$ cat src/rtl/ee_twi_pkg.sv
`timescale 1ns/1ps
package ee_twi_pkg;
  localparam int BYTE_W  = 8;
  localparam int STRAP_W = 3;
  localparam int CNT_W   = $clog2(BYTE_W + 1);

  typedef enum logic [3:0] {
    ST_IDLE, ST_DEV, ST_DEV_ACK, ST_WADDR, ST_WADDR_ACK,
    ST_WDATA, ST_WDATA_ACK, ST_RDATA, ST_RACK, ST_WAIT
  } twi_state_e;
endpackage

$ cat src/rtl/ee_twi_sync_bit.sv
`timescale 1ns/1ps
module ee_twi_sync_bit #(
  parameter int STAGES = 2
) (
  input  logic clk_i,
  input  logic rst_ni,
  input  logic d_i,
  output logic q_o
);
  logic [STAGES-1:0] ff_q;

  // bus lines idle high
  always_ff @(posedge clk_i or negedge rst_ni) begin
    if (!rst_ni) ff_q <= '1;
    else         ff_q <= {ff_q[STAGES-2:0], d_i};
  end

  assign q_o = ff_q[STAGES-1];
endmodule

$ cat src/rtl/ee_twi_cond.sv
`timescale 1ns/1ps
module ee_twi_cond (
  input  logic clk_i,
  input  logic rst_ni,
  input  logic scl_s_i,
  input  logic sda_s_i,
  output logic scl_rise_o,
  output logic scl_fall_o,
  output logic start_o,
  output logic stop_o
);
  logic scl_q, sda_q;

  always_ff @(posedge clk_i or negedge rst_ni) begin
    if (!rst_ni) begin
      scl_q <= 1'b1;
      sda_q <= 1'b1;
    end else begin
      scl_q <= scl_s_i;
      sda_q <= sda_s_i;
    end
  end

  assign scl_rise_o = scl_s_i & ~scl_q;
  assign scl_fall_o = ~scl_s_i & scl_q;
  // data edge with clock held high on both samples
  assign start_o = scl_s_i & scl_q & sda_q & ~sda_s_i;
  assign stop_o  = scl_s_i & scl_q & ~sda_q & sda_s_i;
endmodule

$ cat src/rtl/ee_twi_fsm.sv
`timescale 1ns/1ps
module ee_twi_fsm
  import ee_twi_pkg::*;
#(
  parameter int         ADDR_W    = 8,
  parameter logic [3:0] TYPE_CODE = 4'b1010
) (
  input  logic               clk_i,
  input  logic               rst_ni,
  input  logic               scl_s_i,
  input  logic               sda_s_i,
  input  logic               scl_rise_i,
  input  logic               scl_fall_i,
  input  logic               start_i,
  input  logic               stop_i,
  input  logic [STRAP_W-1:0] strap_i,
  input  logic               wr_busy_i,
  input  logic [BYTE_W-1:0]  rd_data_i,
  output logic [ADDR_W-1:0]  rd_addr_o,
  output logic               wr_valid_o,
  output logic [ADDR_W-1:0]  wr_addr_o,
  output logic [BYTE_W-1:0]  wr_data_o,
  output logic               commit_o,
  output logic               sda_oe_o
);
  localparam logic [CNT_W-1:0] CNT_FULL = CNT_W'(BYTE_W);

  twi_state_e        state_q;
  logic [CNT_W-1:0]  cnt_q;
  logic [BYTE_W-1:0] rx_q, tx_q;
  logic [ADDR_W-1:0] addr_q;
  logic              is_read_q, wr_pend_q, m_ack_q;
  logic              dev_match, rx_state, byte_in;

  assign dev_match = (rx_q[BYTE_W-1 -: 4] == TYPE_CODE) && (rx_q[STRAP_W:1] == strap_i);
  assign rx_state  = (state_q == ST_DEV) || (state_q == ST_WADDR) || (state_q == ST_WDATA);
  assign byte_in   = scl_fall_i && (cnt_q == CNT_FULL);
  assign rd_addr_o = addr_q;

  always_ff @(posedge clk_i or negedge rst_ni) begin
    if (!rst_ni) begin
      state_q    <= ST_IDLE;
      cnt_q      <= '0;
      rx_q       <= '0;
      tx_q       <= '0;
      addr_q     <= '0;
      is_read_q  <= 1'b0;
      wr_pend_q  <= 1'b0;
      m_ack_q    <= 1'b0;
      wr_valid_o <= 1'b0;
      wr_addr_o  <= '0;
      wr_data_o  <= '0;
      commit_o   <= 1'b0;
      sda_oe_o   <= 1'b0;
    end else begin
      wr_valid_o <= 1'b0;
      commit_o   <= 1'b0;
      if (stop_i) begin
        state_q   <= ST_IDLE;
        sda_oe_o  <= 1'b0;
        commit_o  <= wr_pend_q;
        wr_pend_q <= 1'b0;
      end else if (start_i) begin
        sda_oe_o <= 1'b0;
        cnt_q    <= '0;
        state_q  <= wr_busy_i ? ST_IDLE : ST_DEV;
      end else if (rx_state && scl_rise_i && (cnt_q != CNT_FULL)) begin
        rx_q  <= {rx_q[BYTE_W-2:0], sda_s_i};
        cnt_q <= cnt_q + 1'b1;
      end else begin
        unique case (state_q)
          ST_DEV: if (byte_in) begin
            if (dev_match && !wr_busy_i) begin
              state_q   <= ST_DEV_ACK;
              sda_oe_o  <= 1'b1;
              is_read_q <= rx_q[0];
            end else begin
              state_q <= ST_WAIT;
            end
          end
          ST_WADDR: if (byte_in) begin
            addr_q   <= rx_q[ADDR_W-1:0];
            state_q  <= ST_WADDR_ACK;
            sda_oe_o <= 1'b1;
          end
          ST_WDATA: if (byte_in) begin
            wr_valid_o <= 1'b1;
            wr_addr_o  <= addr_q;
            wr_data_o  <= rx_q;
            addr_q     <= addr_q + 1'b1;
            wr_pend_q  <= 1'b1;
            state_q    <= ST_WDATA_ACK;
            sda_oe_o   <= 1'b1;
          end
          ST_DEV_ACK: if (scl_fall_i) begin
            cnt_q <= '0;
            if (is_read_q) begin
              tx_q     <= rd_data_i;
              sda_oe_o <= ~rd_data_i[BYTE_W-1];
              state_q  <= ST_RDATA;
            end else begin
              sda_oe_o <= 1'b0;
              state_q  <= ST_WADDR;
            end
          end
          ST_WADDR_ACK, ST_WDATA_ACK: if (scl_fall_i) begin
            sda_oe_o <= 1'b0;
            cnt_q    <= '0;
            state_q  <= ST_WDATA;
          end
          ST_RDATA: begin
            if (scl_rise_i) begin
              cnt_q <= cnt_q + 1'b1;
            end else if (scl_fall_i) begin
              if (cnt_q == CNT_FULL) begin
                sda_oe_o <= 1'b0;
                addr_q   <= addr_q + 1'b1;
                state_q  <= ST_RACK;
              end else begin
                tx_q     <= {tx_q[BYTE_W-2:0], 1'b0};
                sda_oe_o <= ~tx_q[BYTE_W-2];
              end
            end
          end
          ST_RACK: begin
            if (scl_rise_i) begin
              m_ack_q <= ~sda_s_i;
            end else if (scl_fall_i) begin
              if (m_ack_q) begin
                tx_q     <= rd_data_i;
                sda_oe_o <= ~rd_data_i[BYTE_W-1];
                cnt_q    <= '0;
                state_q  <= ST_RDATA;
              end else begin
                state_q <= ST_WAIT;
              end
            end
          end
          default: ;
        endcase
      end
    end
  end


  oe_scl_high_chk: assert property (@(posedge clk_i) disable iff (!rst_ni)
    (scl_s_i && $past(scl_s_i) && !$past(start_i || stop_i)) |-> $stable(sda_oe_o));


  oe_rise_on_fall_chk: assert property (@(posedge clk_i) disable iff (!rst_ni)
    $rose(sda_oe_o) |-> $past(scl_fall_i));


  commit_after_stop_chk: assert property (@(posedge clk_i) disable iff (!rst_ni)
    commit_o |-> $past(stop_i));


  wr_byte_acked_chk: assert property (@(posedge clk_i) disable iff (!rst_ni)
    wr_valid_o |-> (sda_oe_o && $past(state_q == ST_WDATA)));


  busy_no_ack_chk: assert property (@(posedge clk_i) disable iff (!rst_ni)
    (state_q == ST_DEV && byte_in && wr_busy_i && !stop_i && !start_i) |=> !sda_oe_o);
endmodule

$ cat src/rtl/ee_twi_slave.sv
`timescale 1ns/1ps
module ee_twi_slave
  import ee_twi_pkg::*;
#(
  parameter int         ADDR_W      = 8,
  parameter logic [3:0] TYPE_CODE   = 4'b1010,
  parameter int         SYNC_STAGES = 2
) (
  input  logic               clk_i,
  input  logic               rst_ni,
  input  logic               scl_i,
  input  logic               sda_i,
  output logic               sda_oe_o,
  input  logic [STRAP_W-1:0] strap_i,
  input  logic               wr_busy_i,
  output logic [ADDR_W-1:0]  rd_addr_o,
  input  logic [BYTE_W-1:0]  rd_data_i,
  output logic               wr_valid_o,
  output logic [ADDR_W-1:0]  wr_addr_o,
  output logic [BYTE_W-1:0]  wr_data_o,
  output logic               commit_o
);
  localparam int N_LINES = 2;

  logic [N_LINES-1:0] line_raw, line_s;
  logic scl_rise, scl_fall, start, stop;

  assign line_raw = {sda_i, scl_i};

  for (genvar g = 0; g < N_LINES; g++) begin : g_sync
    ee_twi_sync_bit #(.STAGES(SYNC_STAGES)) u_sync (
      .clk_i (clk_i),
      .rst_ni(rst_ni),
      .d_i   (line_raw[g]),
      .q_o   (line_s[g])
    );
  end

  ee_twi_cond u_cond (
    .clk_i     (clk_i),
    .rst_ni    (rst_ni),
    .scl_s_i   (line_s[0]),
    .sda_s_i   (line_s[1]),
    .scl_rise_o(scl_rise),
    .scl_fall_o(scl_fall),
    .start_o   (start),
    .stop_o    (stop)
  );

  ee_twi_fsm #(.ADDR_W(ADDR_W), .TYPE_CODE(TYPE_CODE)) u_fsm (
    .clk_i     (clk_i),
    .rst_ni    (rst_ni),
    .scl_s_i   (line_s[0]),
    .sda_s_i   (line_s[1]),
    .scl_rise_i(scl_rise),
    .scl_fall_i(scl_fall),
    .start_i   (start),
    .stop_i    (stop),
    .strap_i   (strap_i),
    .wr_busy_i (wr_busy_i),
    .rd_data_i (rd_data_i),
    .rd_addr_o (rd_addr_o),
    .wr_valid_o(wr_valid_o),
    .wr_addr_o (wr_addr_o),
    .wr_data_o (wr_data_o),
    .commit_o  (commit_o),
    .sda_oe_o  (sda_oe_o)
  );
endmodule

$ cat config.mk
export PLATFORM = sky130hd
export DESIGN_NAME = ee_twi_slave
export DESIGN_NICKNAME = d
export VERILOG_FILES = /design/src/rtl/ee_twi_pkg.sv /design/src/rtl/ee_twi_sync_bit.sv /design/src/rtl/ee_twi_cond.sv /design/src/rtl/ee_twi_fsm.sv /design/src/rtl/ee_twi_slave.sv
export SDC_FILE = /design/constraint.sdc
export NUM_CORES = 1
export LEC_CHECK = 0
export BUFFER_PORTS_ARGS = -buffer_cell sky130_fd_sc_hd__buf_2
export CAP_MARGIN = 20
export CORE_MARGIN = 3
export CORE_UTILIZATION = 57
export CTS_CLUSTER_SIZE = 16
export DETAILED_ROUTE_END_ITERATION = 6
export PLACE_DENSITY = 0.9
export SETUP_SLACK_MARGIN = 0.15
export SYNTH_ARGS = -nofsm -noshare
export SYNTH_HDL_FRONTEND = slang
export SYNTH_HIERARCHICAL = 1
export SYNTH_SLANG_ARGS = --single-unit
$ cat constraint.sdc
create_clock -name clk_i -period 3.4 [get_ports clk_i]
set_clock_uncertainty 0.2 [all_clocks]
set_input_delay 0.34 -clock clk_i [delete_from_list [all_inputs] [get_ports clk_i]]
set_output_delay 0.34 -clock clk_i [all_outputs]
set_load 0.005 [all_outputs]
**After elaboration in Yosys (flattened, before gate mapping)**

Index checks and enable logic that the tools add are counted.

- Bits in registers: 59
- Input port bits: 16
- Output and inout port bits: 27
- Word-level logic and storage cells: 174

- Add/subtract/negate cells: 2
- Equal/unequal tests: 44
- Muxes and demuxes: 67
- Bitwise operators: 16
- Reductions and logical operators: 28

Operators by type and width:

| kind | count |
|---|---|
| two-way mux 4 bit | 22 |
| two-way mux 7 bit | 8 |
| two-way mux 8 bit | 5 |
| inequality test 4 x 3 -> 1 bit, second input constant | 9 |
| AND reduction 12 bit | 3 |
| case mux 4 bit (7 select lines) | 1 |
| two-way mux 1 bit | 26 |
| case mux 8 bit (3 select lines) | 1 |
| case mux 7 bit (3 select lines) | 1 |
| inequality test 4 bit, second input constant | 5 |
| inequality test 2 x 1 -> 1 bit, second input constant | 9 |
| equality test 4 x 3 -> 1 bit, second input constant | 4 |
| equality test 4 bit, second input constant | 3 |
| inequality test 4 x 2 -> 1 bit, second input constant | 3 |
| case mux 4 bit (3 select lines) | 1 |
| AND reduction 5 bit | 2 |
| inverter 1 bit | 9 |
| AND reduction 9 bit | 1 |
| nonzero test 9 bit | 1 |
| adder 8 x 1 -> 8 bit, second input constant | 1 |
| equality test 4 x 2 -> 1 bit, second input constant | 2 |
| inequality test 2 bit, second input constant | 4 |
| inequality test 4 x 1 -> 1 bit, second input constant | 2 |
| nonzero test 8 bit | 1 |
| other kinds (19) | 33 |

**Longest topological paths before layout**

Gate-level depths: netlist of run 1.

- Word-level depth: 9
- Mapped depth: 9
- Mapped depth without buffers: 8

**Hierarchy**

The synthesis of run 1 kept the hierarchy.

Modules (own cells, without submodules):

| module | instances | cells an instance | area an instance (um^2) | seq. area each (um^2) |
|---|---|---|---|---|
| ee_twi_fsm | 1 | 283 | 2,949.1 | 1,326.3 |
| ee_twi_sync_bit | 2 | 2 | 52.6 | 52.6 |
| ee_twi_cond | 1 | 6 | 85.1 | 52.6 |

**Worst setup path after synthesis of run 1**

Ideal clock, no wire load.

- Kind: register -> register
- Start: reg g_sync[1].u_sync.ff_q[1]
- End: reg u_fsm.wr_addr_o[3]
- Setup time: 0.128 ns
- Data arrival time: 2.048 ns
- Required time: 3.072 ns
- Slack: 1.024 ns
- Cell stages (with the launch flop): 7
- Path buffers: 1
- Period minus slack after synthesis: 2.376 ns
- Path through: dfstp_2 -> and4b_1 -> nor2_1 -> nand3_2 -> nor3_4 -> buf_6 -> mux2_1

- Longest elaborated chain between the ends: 4
- Elaborated cells between the ends (all ways): 6
- Those cells by class: bitwise: 5; reduce/logical: 1

Ends and longest elaborated chain:

| element | RTL line | RTL |
|---|---|---|
| start, declared | ee_twi_sync_bit.sv:10 | `logic [STAGES-1:0] ff_q;` |
| start signal, assigned | ee_twi_sync_bit.sv:15 | `else ff_q <= {ff_q[STAGES-2:0], d_i};` |
| inverter 1 bit | ee_twi_cond.sv:27 | `assign start_o = scl_s_i & scl_q & sda_q & ~sda_s_i;` |
| bitwise AND 1 bit | ee_twi_cond.sv:27 |  |
| net start | ee_twi_slave.sv:26 | `logic scl_rise, scl_fall, start, stop;` |
| inverter 1 bit (no line) | - |  |
| AND reduction 5 bit (no line) | - |  |
| end signal, assigned | ee_twi_fsm.sv:88 | `wr_addr_o <= addr_q;` |
| end, declared | ee_twi_fsm.sv:21 | `output logic [ADDR_W-1:0] wr_addr_o,` |

The timed path passes the listed nets, and every way through them passes these cells.
A chain may end at the register's enable or synchronous reset.

**Worst setup path after layout of run 1**

- Start: reg u_fsm.state_q[0]
- End: reg u_fsm.addr_q[4], in the netlist u_fsm/rd_addr_o[4]

- Longest elaborated chain between the ends: 7
- Elaborated cells between the ends (all ways): 17
- Those cells by class: eq/ne: 9; mux: 1; bitwise: 1; reduce/logical: 6

Ends and longest elaborated chain:

| element | RTL line | RTL |
|---|---|---|
| start, declared | ee_twi_fsm.sv:28 | `twi_state_e state_q;` |
| start signal, assigned | ee_twi_fsm.sv:66 | `state_q <= wr_busy_i ? ST_IDLE : ST_DEV;` |
| equality test 4 x 1 -> 1 bit or equality test 4 x 2 -> 1 bit (tied branches) | ee_twi_fsm.sv:36, ee_twi_fsm.sv:71 |  |
| logical OR 1 bit (2 in a row) | ee_twi_fsm.sv:36 | `assign rx_state = (state_q == ST_DEV) \|\| (state_q == ST_WADDR) \|\| (state_q == ST_WDATA);` |
| logical AND 1 bit (2 in a row) | ee_twi_fsm.sv:67 | `end else if (rx_state && scl_rise_i && (cnt_q != CNT_FULL)) begin` |
| inverter 1 bit (no line) | - |  |
| AND reduction 9 bit (no line) | - |  |
| end signal, assigned | ee_twi_fsm.sv:82 | `addr_q <= rx_q[ADDR_W-1:0];` |
| end signal, assigned | ee_twi_fsm.sv:90 | `addr_q <= addr_q + 1'b1;` |
| end signal, assigned | ee_twi_fsm.sv:117 | `addr_q <= addr_q + 1'b1;` |
| end, declared | ee_twi_fsm.sv:31 | `logic [ADDR_W-1:0] addr_q;` |

Parallel ways exist; a longest one is shown, timed or not.

==> out/qor.yml, run 1 <==
worst_setup_path:
  required_ps: 3440
  setup.reg_to_reg.worst_slack_ps: 720
  criticalPathCategory: "reg2reg"
  crit_slowest_cell: "dfrtp_1"
  critPathTopFamily: "simple AND/OR/NAND/NOR gates"
  timing.critical_path.buf_inv: 0
  path_cells: "nor2b_1, and2_0, nand3_1, nor3b_1, a21oi_1, o21ai_0"
  regToRegStartpoint: "u_fsm/state_q[0]"
  ff2ff_path_depth: 6
  max_stage_delay_ps: 730
  endpoint_kind: "flip-flop"
  worst-endpoint-arrival_ps: 2720
  critPathLaunchType: "flip-flop"
  r2r-end: "u_fsm/rd_addr_o[4]"
  crit_fanout: 17
finish:
  antennaDiodeCount: 0
  fillers: 400
  synthToLayoutAreaGrowth_pct: 15.42
  multi_input_area_mm2: 0.001520
  seqCellArea_mm2: 0.001484
  mostFrequentLayoutCell: "dfrtp_1"
  final_cell_mix: "dfrtp_1, buf_2, nor2_1, a21oi_1, mux2_2"
  final_nets: 357
  layout-drive-gt1-share: 0.3120
floorplanning:
  die_y_um: 80.21
  die_area_mm2: 0.006434
  die_w_um: 80.21
  start_util: 0.6031
  rows: 26
  ios: 43
  core_area_mm2: 0.005205
sta:
  max_slew_margin: 0.4572
  finalCritPeriodShare: 0.7880
  setup_violations: 0
  tns_ps: 0
  holdWs_ps: 67.37
  worst_pin_slew_ps: 814.2
  max_freq_mhz: 373.2
  hold_violations: 0
  period_minus_slack_ps: 2679
  rsz0062_at_grt: "no"
  final_max_slew_viol_count: 0
cts:
  cts_max_level: 3
  cts_root_buffer: "clkbuf_8"
  cts_tree: "built"
  clock_path_buffers: 2
  insertion_delay_ps: 330
  cts-resized-gates: 0
  cts_setup_buffers: 0
  clock-sinks: 59
  path_clk_slew_ps: 70
  cts_made_buffers: 9
  cts_hold_buf: 2
grt:
  grt_max_degree: 49
  grt_pass1_wl_um: 10950
  overflow: 0
  gr-usage-all-layers: 0.2208
  antenna_found_initial: 0
  grt_pass1_vias: 2291
yosys:
  syn_avg_cell_area_um2: 10.71
  synth_seq_cells: 59
  ys_seq_area_frac: 0.4727
  synth_ff_type: "dfrtp_1"
  synth_edf_count: 0
  synth_fp_nets: 312
  synth-async-reset-ratio: 1.000
  synth_warnings: 6
  syn_inst: 293
  yosysUniqueCellTypes: 63
  netlist_area_mm2: 0.003139
placement:
  gp_congestion: 0.9782
  dp_hpwl_um: 4541
  port_buffers: 42
routing:
  drt_wl_total_um: 6596
  drc: 0
  num_vias: 2419
  via_per_inst: 5.857
  drtIter0Drc: 209
  wire_per_inst_um: 15.97
  ant_nets: 0
  drtPass1Iterations: 5
hold_path:
  hold_depth: 3
  min_to: "u_fsm/tx_q[0]"
  min_path_type: "in2reg"
  hp-start: "rd_data_i[0]"
pwr:
  power_leakage_nw: 1.775
  power.density_mw_per_mm2: 613.9
  peakVddDrop_mv: 0.4669
run_status:
  status: "finished clean"
job:
  cap_violations: 0
through the flow:
| step | util | instance area (um2) | power [mW] | cells | worst slack (ps) |
|---|---|---|---|---|---|
| CTS | 0.6904 | 3593 | 2.219 | 411 | 772.7 |
| detailed placement | 0.6474 | 3369 | 1.568 | 393 | 791.3 |
| floorplan | - | 3139 | 1.457 | 293 | 1024 |
| global placement | 0.6474 | 3369 | 1.539 | 393 | 882.9 |
| finish | 0.6962 | 3623 | 2.225 | 413 | 720.7 |
| global route | 0.6962 | 3623 | 2.358 | 413 | 450.1 |
cell type report:
class,count,area share
flip-flops and latches,59,0.4095
clock buffers,12,0.04282
multi-input cells,210,0.4195
repair buffers,52,0.08425
clock inverters,4,0.01347
well taps,70,0.02417
inverters,6,0.006215
cell usage after synthesis, drive strengths merged (2+ instances only):
master	number	area [um2]
dfrtp	53	1326
nor2	29	108.9
a21oi	27	161.4
mux2	26	292.8
nand2	16	70.07
o21ai	15	75.07
buf	13	93.83
nand3	12	65.06
mux2i	8	80.08
dfstp	6	157.7
inv	6	22.52
nor2b	6	37.54
o31ai	6	45.04
a31oi	5	31.28
clkbuf	5	18.77
and2	4	25.03
nand2b	4	25.02
nor3	4	31.28
nor3b	4	30.03
ha	3	37.54
or2	3	18.77
xor2	3	26.28
a211oi	2	20.02
a21o	2	15.01
and3	2	12.51
and4b	2	20.02
nand4	2	12.51
nand4b	2	30.03
nor4b	2	38.78
o22ai	2	12.51
o311ai	2	25.03
o41ai	2	17.52
routing by layer:
layer | global-route usage | part of all wire | routed length [um] | vias to the layer above
met2 | 0.3493 | 0.49 | 3239 | 79
met5 | 0 | 0 | 0 | -
met1 | 0.2925 | 0.44 | 2881 | 1176
met3 | 0.04260 | 0.053 | 348 | 13
li1 | - | - | - | 1151
met4 | 0.1030 | 0.019 | 125 | 0
power breakdown:
part / switching [mW] / internal [mW]
registers: 0.185 / 0.812
clock network: 0.274 / 0.378
logic: 0.312 / 0.264
flip-flops by register name, summed over array words and instances (netlist names):
signal and flops:
u_fsm/rx_q 8, g_sync.u_sync/ff_q 4, u_fsm/commit_o 1, u_fsm/cnt_q 4
u_fsm/tx_q 7, u_fsm/is_read_q 1, u_cond/scl_q 1, u_fsm/wr_addr_o 8
u_fsm/rd_addr_o 8, u_fsm/state_q 4, u_cond/sda_q 1, u_fsm/wr_valid_o 1
u_fsm/sda_oe_o 1, u_fsm/m_ack_q 1, u_fsm/wr_pend_q 1, u_fsm/wr_data_o 8
cell families (layout without fill, tap and decap cells):
family                   count (synthesis)  after routing  synth area share
adder cells (fa/ha/maj)                  3              3           0.01196
XOR/XNOR                                 4              4           0.01116
multiplexers                            34             34            0.1188
buffers and inverters                   24             74           0.04304
AO/OA/AOI/OAI                           70             70            0.1542
flip-flops                              59             59            0.4727
AND/OR/NAND/NOR                         99             99            0.1881
worst reg2reg max path: cells and delay by family (launching register included):
kind	cells	cell delay, ps
and+or+nand+nor	4	1460
DFF	1	730
AOI/OAI and AO/OA	2	210
worst max path at each step:
stage | depth (start not counted) | slack [ps] | from | endpoint
after floorplan | 6 | 1020 | g_sync[1].u_sync/ff_q[1] | u_fsm/wr_addr_o[3]
after global placement | 6 | 880 | u_cond/sda_q | u_fsm/tx_q[0]
after detailed placement | 6 | 790 | u_fsm/state_q[0] | u_fsm/rd_addr_o[4]
after CTS | 6 | 770 | u_fsm/state_q[0] | u_fsm/rd_addr_o[4]
after global routing | 6 | 450 | u_fsm/state_q[0] | u_fsm/rd_addr_o[4]
final | 6 | 720 | u_fsm/state_q[0] | u_fsm/rd_addr_o[4]
(Power assumes the default switching activity.)
==> inputs of run 2 (changes only) <==
Settings changed: CORE_UTILIZATION 57 to 52, PLACE_DENSITY 0.9 to 0.87.
Clock period 3.4 ns to 2.2 ns, I/O delays scaled along.
==> run 2 against run 1 <==
Power grew 120%. Cell area increased by 30%. Non-clock buffer count grew 66. Cell count rose by 16%. Largest cell class unchanged. Critical path depth rose by 2. Critical endpoint is now u_fsm/tx_q[0]. Register-to-register slack got worse by 950 ps. The run now ends with design-rule violations, negative setup slack left.
==> out/qor.yml, run 2 (synthesized netlist as in run 1, its figures left out) <==
finish:
  design_area_mm2: 0.004716  # was 0.003623 mm2
  final_nets: 423  # was 357
  layout-drive-gt1-share: 0.5819  # was 0.3120
  mostFrequentLayoutCell: "dfrtp_1"  # unchanged
  antennaDiodeCount: 0  # unchanged
  synthToLayoutAreaGrowth_pct: 50.22  # was 15.42%
  multi_input_area_mm2: 0.001959  # was 0.001520 mm2
  fillers: 257  # was 400
  final_cell_mix: "dfrtp_1, buf_4, buf_2, mux2_4"  # was dfrtp_1, buf_2, nor2_1, a21oi_1, mux2_2
  instances_no_fill: 481  # was 413
  seqCellArea_mm2: 0.001488  # was 0.001484 mm2
grt:
  grt_pass1_vias: 2952  # was 2291
  grt_max_degree: 34  # was 49
  overflow: 0  # unchanged
  antenna_found_initial: 0  # unchanged
  gr-usage-all-layers: 0.2727  # was 0.2208
  grt_pass1_wl_um: 15070  # was 10950 um
worst_setup_path:
  path_cells: "buf_4, nor3b_1, a21oi_2, o31ai_2, nor4b_4, buf_4, clkbuf_16, o21ai_1"  # was nor2b_1, and2_0, nand3_1, nor3b_1, a21oi_1, o21ai_0
  timing.critical_path.buf_inv: 3  # was 0
  required_ps: 2240  # was 3440 ps
  critPathTopFamily: "compound AO/OA/AOI/OAI gates"  # was simple AND/OR/NAND/NOR gates
  cp_common_cell: "buf_4"
  critPathLaunchType: "flip-flop"  # unchanged
  crit_fanout: 12  # was 17
  criticalPathCategory: "reg2reg"  # unchanged
  crit_slowest_cell: "dfrtp_2"  # was dfrtp_1
  endpoint_kind: "flip-flop"  # unchanged
  max_stage_delay_ps: 530  # was 730 ps
  worst-endpoint-arrival_ps: 2460  # was 2720 ps
sta:
  rsz0062_at_grt: "yes"  # was no
  finalCritPeriodShare: 1.104  # was 0.7880
  setup_violations: 34  # was 0
  hold_violations: 0  # unchanged
  max_slew_margin: 0.5844  # was 0.4572
  period_minus_slack_ps: 2428  # was 2679 ps
  worst_pin_slew_ps: 623.5  # was 814.2 ps
  max_freq_mhz: 411.9  # was 373.2 MHz
  final_max_slew_viol_count: 0  # unchanged
  holdWs_ps: 160.4  # was 67.37 ps
  fin_ws_ps: -227.7  # was 720.7 ps
floorplanning:
  rows: 27  # was 26
  core_area_mm2: 0.005675  # was 0.005205 mm2
  die_w_um: 83.70  # was 80.21 um
  die_area_mm2: 0.007006  # was 0.006434 mm2
  start_util: 0.5531  # was 0.6031
  ios: 43  # unchanged
  die_y_um: 83.70  # was 80.21 um
routing:
  drt_wl_total_um: 12830  # was 6596 um
  drtPass1Iterations: 7  # was 5
  ant_nets: 0  # unchanged
  wire_per_inst_um: 26.68  # was 15.97 um
  num_vias: 3355  # was 2419
  via_per_inst: 6.975  # was 5.857
  drtIter0Drc: 513  # was 209
  drc: 2  # was 0
cts:
  cts_made_buffers: 9  # unchanged
  cts_root_buffer: "clkbuf_8"  # unchanged
  path_clk_slew_ps: 70  # about the same
  insertion_delay_ps: 350  # was 330 ps
  cts_tree: "built"  # unchanged
  clock_path_buffers: 2  # unchanged
  clock-sinks: 59  # unchanged
  cts_max_level: 3  # unchanged
placement:
  dp_cells: 423  # was 393
  gp_congestion: 0.8934  # was 0.9782
  placed_area_mm2: 0.003664  # was 0.003369 mm2
  dp_hpwl_um: 5231  # was 4541 um
  port_buffers: 42  # unchanged
pwr:
  peakVddDrop_mv: 0.8670  # was 0.4669 mV
  power.density_mw_per_mm2: 1047  # was 613.9 mW/mm2
  power_leakage_nw: 2.230  # was 1.775 nW
job:
  cap_violations: 0  # unchanged
run_status:
  status: "finished, violations left"  # was finished clean
  violations: "design-rule violations, negative setup slack"
hold_path:
  min_path_type: "reg2reg"  # was in2reg
==> run 2: power by group <==
group          switching (mW)  internal (mW)  leakage (nW)  total (mW)
clock                   0.464          0.502        0.0956       0.965
sequential              0.280           1.27         0.764        1.55
combinational            1.35           1.07          1.37        2.42
total                    2.10           2.84          2.23        4.94
==> run 2: per-stage QoR <==
stage / setup TNS (ps) / util / setup WS (ps) / total power, mW
4_1_cts: 0 / 0.7363 / 41.64 / 3.667
3_5_place_dp: -59.72 / 0.6455 / -47.57 / 2.644
3_3_place_gp: 0 / 0.6455 / 81.75 / 2.598
2_1_floorplan: -100.8 / - / -12.66 / 2.259
5_1_grt: -3237 / 0.8309 / -257.4 / 5.036
6_report: -2045 / 0.8309 / -227.7 / 4.935
==> run 2: layout make-up <==
class | instances | share of cell area
multi-input cells | 210 | 0.4155
repair buffers | 118 | 0.2048
flip-flops and latches | 59 | 0.3155
well taps | 72 | 0.01910
clock buffers | 13 | 0.03582
inverters | 6 | 0.004776
clock inverters | 3 | 0.004510
==> run 2: worst reg2reg max path: stages, from the launching register on <==
cell	delay, ps
dfrtp_2	530
buf_4	190
nor3b_1	330
a21oi_2	80
o31ai_2	320
nor4b_4	90
buf_4	170
clkbuf_16	160
o21ai_1	250
==> run 2: timing repair <==
| action | 4_1_cts | 5_1_grt |
|---|---|---|
| setup buffers | 11 | 19 |
| pin swaps | 8 | 26 |
| endpoints found under the setup margin | 48 | 50 |
| cloned | 1 | 1 |
| resized for setup | 36 | 89 |
| endpoints found under the hold margin | 29 | 0 |
| hold buffers | 10 | 0 |
==> run 2: per-layer routing <==
layer  vias to the layer above  GRT usage  wire [um]
met5                         -          0          0
met4                         0     0.1813       1114
met3                       130    0.05726       1493
met2                       372     0.4425       5887
met1                      1572     0.3247       4334
li1                       1281          -          -
==> run 2: worst paths after layout <==
kind / depth (start not counted) / end / slack, ps / startpoint
worst min-delay path: 0 / g_sync[1].u_sync/ff_q[1] / 160 / g_sync[1].u_sync/ff_q[0]
min in group asynchronous: 2 / u_fsm/is_read_q / 240 / rst_ni
worst min register to register: 0 / g_sync[1].u_sync/ff_q[1] / 160 / g_sync[1].u_sync/ff_q[0]
worst max register to register: 8 / u_fsm/tx_q[0] / -230 / u_fsm/state_q[3]
max in group asynchronous: 3 / u_fsm/state_q[1] / 950 / rst_ni
worst max-delay path: 8 / u_fsm/tx_q[0] / -230 / u_fsm/state_q[3]
==> inputs of run 3 (changes only) <==
Settings changed: ABC_AREA from default to 1.
==> run 3 against run 2 <==
The run ends with negative hold slack left. Clock power grew 20%. Critical endpoint is now u_fsm/rd_addr_o[4]. Register-to-register slack gained 340 ps. Largest cell class is now sequential cells. Sequential share of layout area grew 5.6 points.
==> out/qor.yml, run 3 <==
run_status:
  status: "finished, violations left"  # unchanged
  violations: "negative hold slack"  # was design-rule violations, negative setup slack
cts:
  path_clk_slew_ps: 70  # about the same
  clock_path_buffers: 2  # unchanged
  cts_max_level: 3  # unchanged
  clock-sinks: 59  # unchanged
  cts_root_buffer: "clkbuf_8"  # unchanged
  cts_tree: "built"  # unchanged
  cts_made_buffers: 9  # unchanged
  insertion_delay_ps: 340  # was 350 ps
grt:
  gr-usage-all-layers: 0.2181  # was 0.2727
  grt_pass1_wl_um: 12300  # was 15070 um
  overflow: 0  # unchanged
  grt_pass1_vias: 2679  # was 2952
  antenna_found_initial: 0  # unchanged
  grt_max_degree: 39  # was 34
pwr:
  power_mw: 4.015  # was 4.935 mW
  p_int_mw: 2.511  # was 2.840 mW
  power.density_mw_per_mm2: 1003  # was 1047 mW/mm2
  sequentialPowerShare: 0.369  # was 0.314
  power_leakage_nw: 2.103  # was 2.230 nW
  switching_power_mw: 1.504  # was 2.096 mW
  clock_power_share: 0.289  # was 0.196
  combinationalPowerShare: 0.342  # was 0.491
  peakVddDrop_mv: 0.6157  # was 0.8670 mV
  switching_share: 0.3746  # was 0.4246
worst_setup_path:
  criticalPathCategory: "reg2reg"  # unchanged
  r2r-end: "u_fsm/rd_addr_o[4]"  # was u_fsm/tx_q[0]
  endpoint_kind: "flip-flop"  # unchanged
  critPathLaunchType: "flip-flop"  # unchanged
  endpoint: "u_fsm/rd_addr_o[4]"  # was u_fsm/tx_q[0]
  setup.worst_path.start: "u_cond/scl_q"  # was u_fsm/state_q[3]
  ff2ff_path_depth: 10  # was 8
  required_ps: 2220  # was 2240 ps
  regToRegStartpoint: "u_cond/scl_q"  # was u_fsm/state_q[3]
  worst-endpoint-arrival_ps: 2110  # was 2460 ps
  crit_fanout: 7  # was 12
  setup.reg_to_reg.worst_slack_ps: 110  # was -230 ps
yosys:
  synth_top_area_frac: 0.4276  # was 0.4225
  ys_seq_area_frac: 0.4784  # was 0.4727
  yosysUniqueCellTypes: 33  # was 63
  synth_ff_type: "dfrtp_1"  # unchanged
  synth_warnings: 6  # unchanged
  syn_inst: 405  # was 293
  synth_seq_cells: 59  # unchanged
  synth_fp_nets: 424  # was 312
  synth_edf_count: 0  # unchanged
  synth_top_area_cell: "dfrtp_1"  # unchanged
  synth-async-reset-ratio: 1.000  # unchanged
  syn_avg_cell_area_um2: 7.659  # was 10.71 um2
  ys_top_cells_by_count: "nand2_1, o21ai_0, dfrtp_1, inv_1, nor2_1"  # was dfrtp_1, nor2_1, a21oi_1, mux2_2, nand2_1
  yosysMostFrequentCell: "nand2_1"  # was dfrtp_1
  netlist_area_mm2: 0.003102  # was 0.003139 mm2
  synth_area_leaders: "dfrtp_1, nand2_1, o21ai_0"  # was dfrtp_1, mux2_2, dfstp_2
floorplanning:
  ios: 43  # unchanged
  start_util: 0.5498  # was 0.5531
  die_w_um: 83.23  # was 83.70 um
  core_area_mm2: 0.005642  # was 0.005675 mm2
  die_y_um: 83.23  # was 83.70 um
  rows: 27  # unchanged
  die_area_mm2: 0.006927  # was 0.007006 mm2
sta:
  max_slew_margin: 0.6536  # was 0.5844
  period_minus_slack_ps: 2092  # was 2428 ps
  rsz0062_at_grt: "yes"  # unchanged
  hold_violations: 3  # was 0
  worst_pin_slew_ps: 519.5  # was 623.5 ps
  max_freq_mhz: 478.0  # was 411.9 MHz
  setup_violations: 0  # was 34
  tns_ps: 0  # was -2045 ps
  holdWs_ps: -10.98  # was 160.4 ps
  finalCritPeriodShare: 0.9509  # was 1.104
  fin_ws_ps: 108.0  # was -227.7 ps
  final_max_slew_viol_count: 0  # unchanged
finish:
  instances_no_fill: 558  # was 481
  design_area_mm2: 0.004001  # was 0.004716 mm2
  layout-drive-gt1-share: 0.2798  # was 0.5819
  antennaDiodeCount: 0  # unchanged
  synthToLayoutAreaGrowth_pct: 29.00  # was 50.22%
  final_cell_mix: "nand2_1, dfrtp_1, o21ai_0, buf_2, inv_1"  # was dfrtp_1, buf_4, buf_2, mux2_4
  mostFrequentLayoutCell: "nand2_1"  # was dfrtp_1
  final_util: 0.7092  # was 0.8309
  final_nets: 500  # was 423
routing:
  via_per_inst: 5.396  # was 6.975
  wire_per_inst_um: 14.27  # was 26.68 um
  drt_wl_total_um: 7964  # was 12830 um
  drc: 0  # was 2
  num_vias: 3011  # was 3355
  ant_nets: 0  # unchanged
  drtPass1Iterations: 5  # was 7
  drtIter0Drc: 229  # was 513
placement:
  placed_area_mm2: 0.003477  # was 0.003664 mm2
  port_buffers: 42  # unchanged
  dp_worst_setup_slack_ps: -65.57  # was -47.57 ps
  dp_cells: 522  # was 423
  gp_congestion: 0.9271  # was 0.8934
  dp_hpwl_um: 5288  # was 5231 um
job:
  cap_violations: 0  # unchanged
hold_path:
  min_path_type: "in2reg"  # was reg2reg
-- run 3: worst min path at each step --
stage                      start                to  slack, ps  cells after the start
floorplan                 rst_ni    u_fsm/cnt_q[0]       -280                      0
global placement          rst_ni    u_fsm/sda_oe_o         20                      1
detailed placement        rst_ni  u_fsm/wr_valid_o         30                      1
CTS                 rd_data_i[3]     u_fsm/tx_q[3]          8                      3
global route        rd_data_i[4]     u_fsm/tx_q[4]          7                      3
finish              rd_data_i[4]     u_fsm/tx_q[4]        -10                      3
-- run 3: repair_timing --
action | 4_1_cts | 5_1_grt
cloned | 0 | 2
resized for setup | 8 | 41
hold endpoints to repair | 24 | 0
endpoints found under the setup margin | 44 | 46
hold buffers | 4 | 0
setup buffers | 2 | 12
pin swaps | 1 | 10
-- run 3: worst max-delay path: stages, from the launching register on --
cell,delay [ps]
dfstp_2,560
inv_2,50
nor2_4,150
inv_2,80
nor2_2,110
a21oi_1,90
nor2_1,90
nand2_1,90
nor3_4,260
clkbuf_16,220
o21ai_0,70
-- run 3: layout make-up --
cell class | count | area [um2]
clock buffer | 11 | 151.4
clock inverter | 5 | 83.83
fill | 428 | 1640
inverter | 49 | 187.7
multi-input combinational | 288 | 1481
sequential | 59 | 1485
tap | 72 | 90.09
timing repair buffer | 74 | 521.8
-- run 3: power by group through the flow --
stage	combinational, mW	clock, mW	sequential (mW)
floorplan	0.886	0	1.45
global placement	1.15	0	1.49
detailed placement	1.18	0	1.50
CTS	1.20	1.19	1.48
global route	1.54	1.23	1.51
finish	1.37	1.16	1.48
-- run 3: routing by layer --
| layer | wire (um) | vias to the layer above | GRT usage |
|---|---|---|---|
| li1 | - | 1450 | - |
| met1 | 3371 | 1420 | 0.2761 |
| met2 | 3948 | 125 | 0.3535 |
| met3 | 497 | 16 | 0.07242 |
| met4 | 146 | 0 | 0.06835 |
| met5 | 0 | - | 0 |
-- run 3: cell families after synthesis --
group	Yosys count	share of synthesized area
XOR/XNOR	3	0.008473
adder cells (fa/ha/maj)	3	0.01210
AO/OA/AOI/OAI	69	0.1170
AND/OR/NAND/NOR	206	0.2852
flip-flops	59	0.4784
multiplexers	6	0.01936
buffers and inverters	59	0.07947
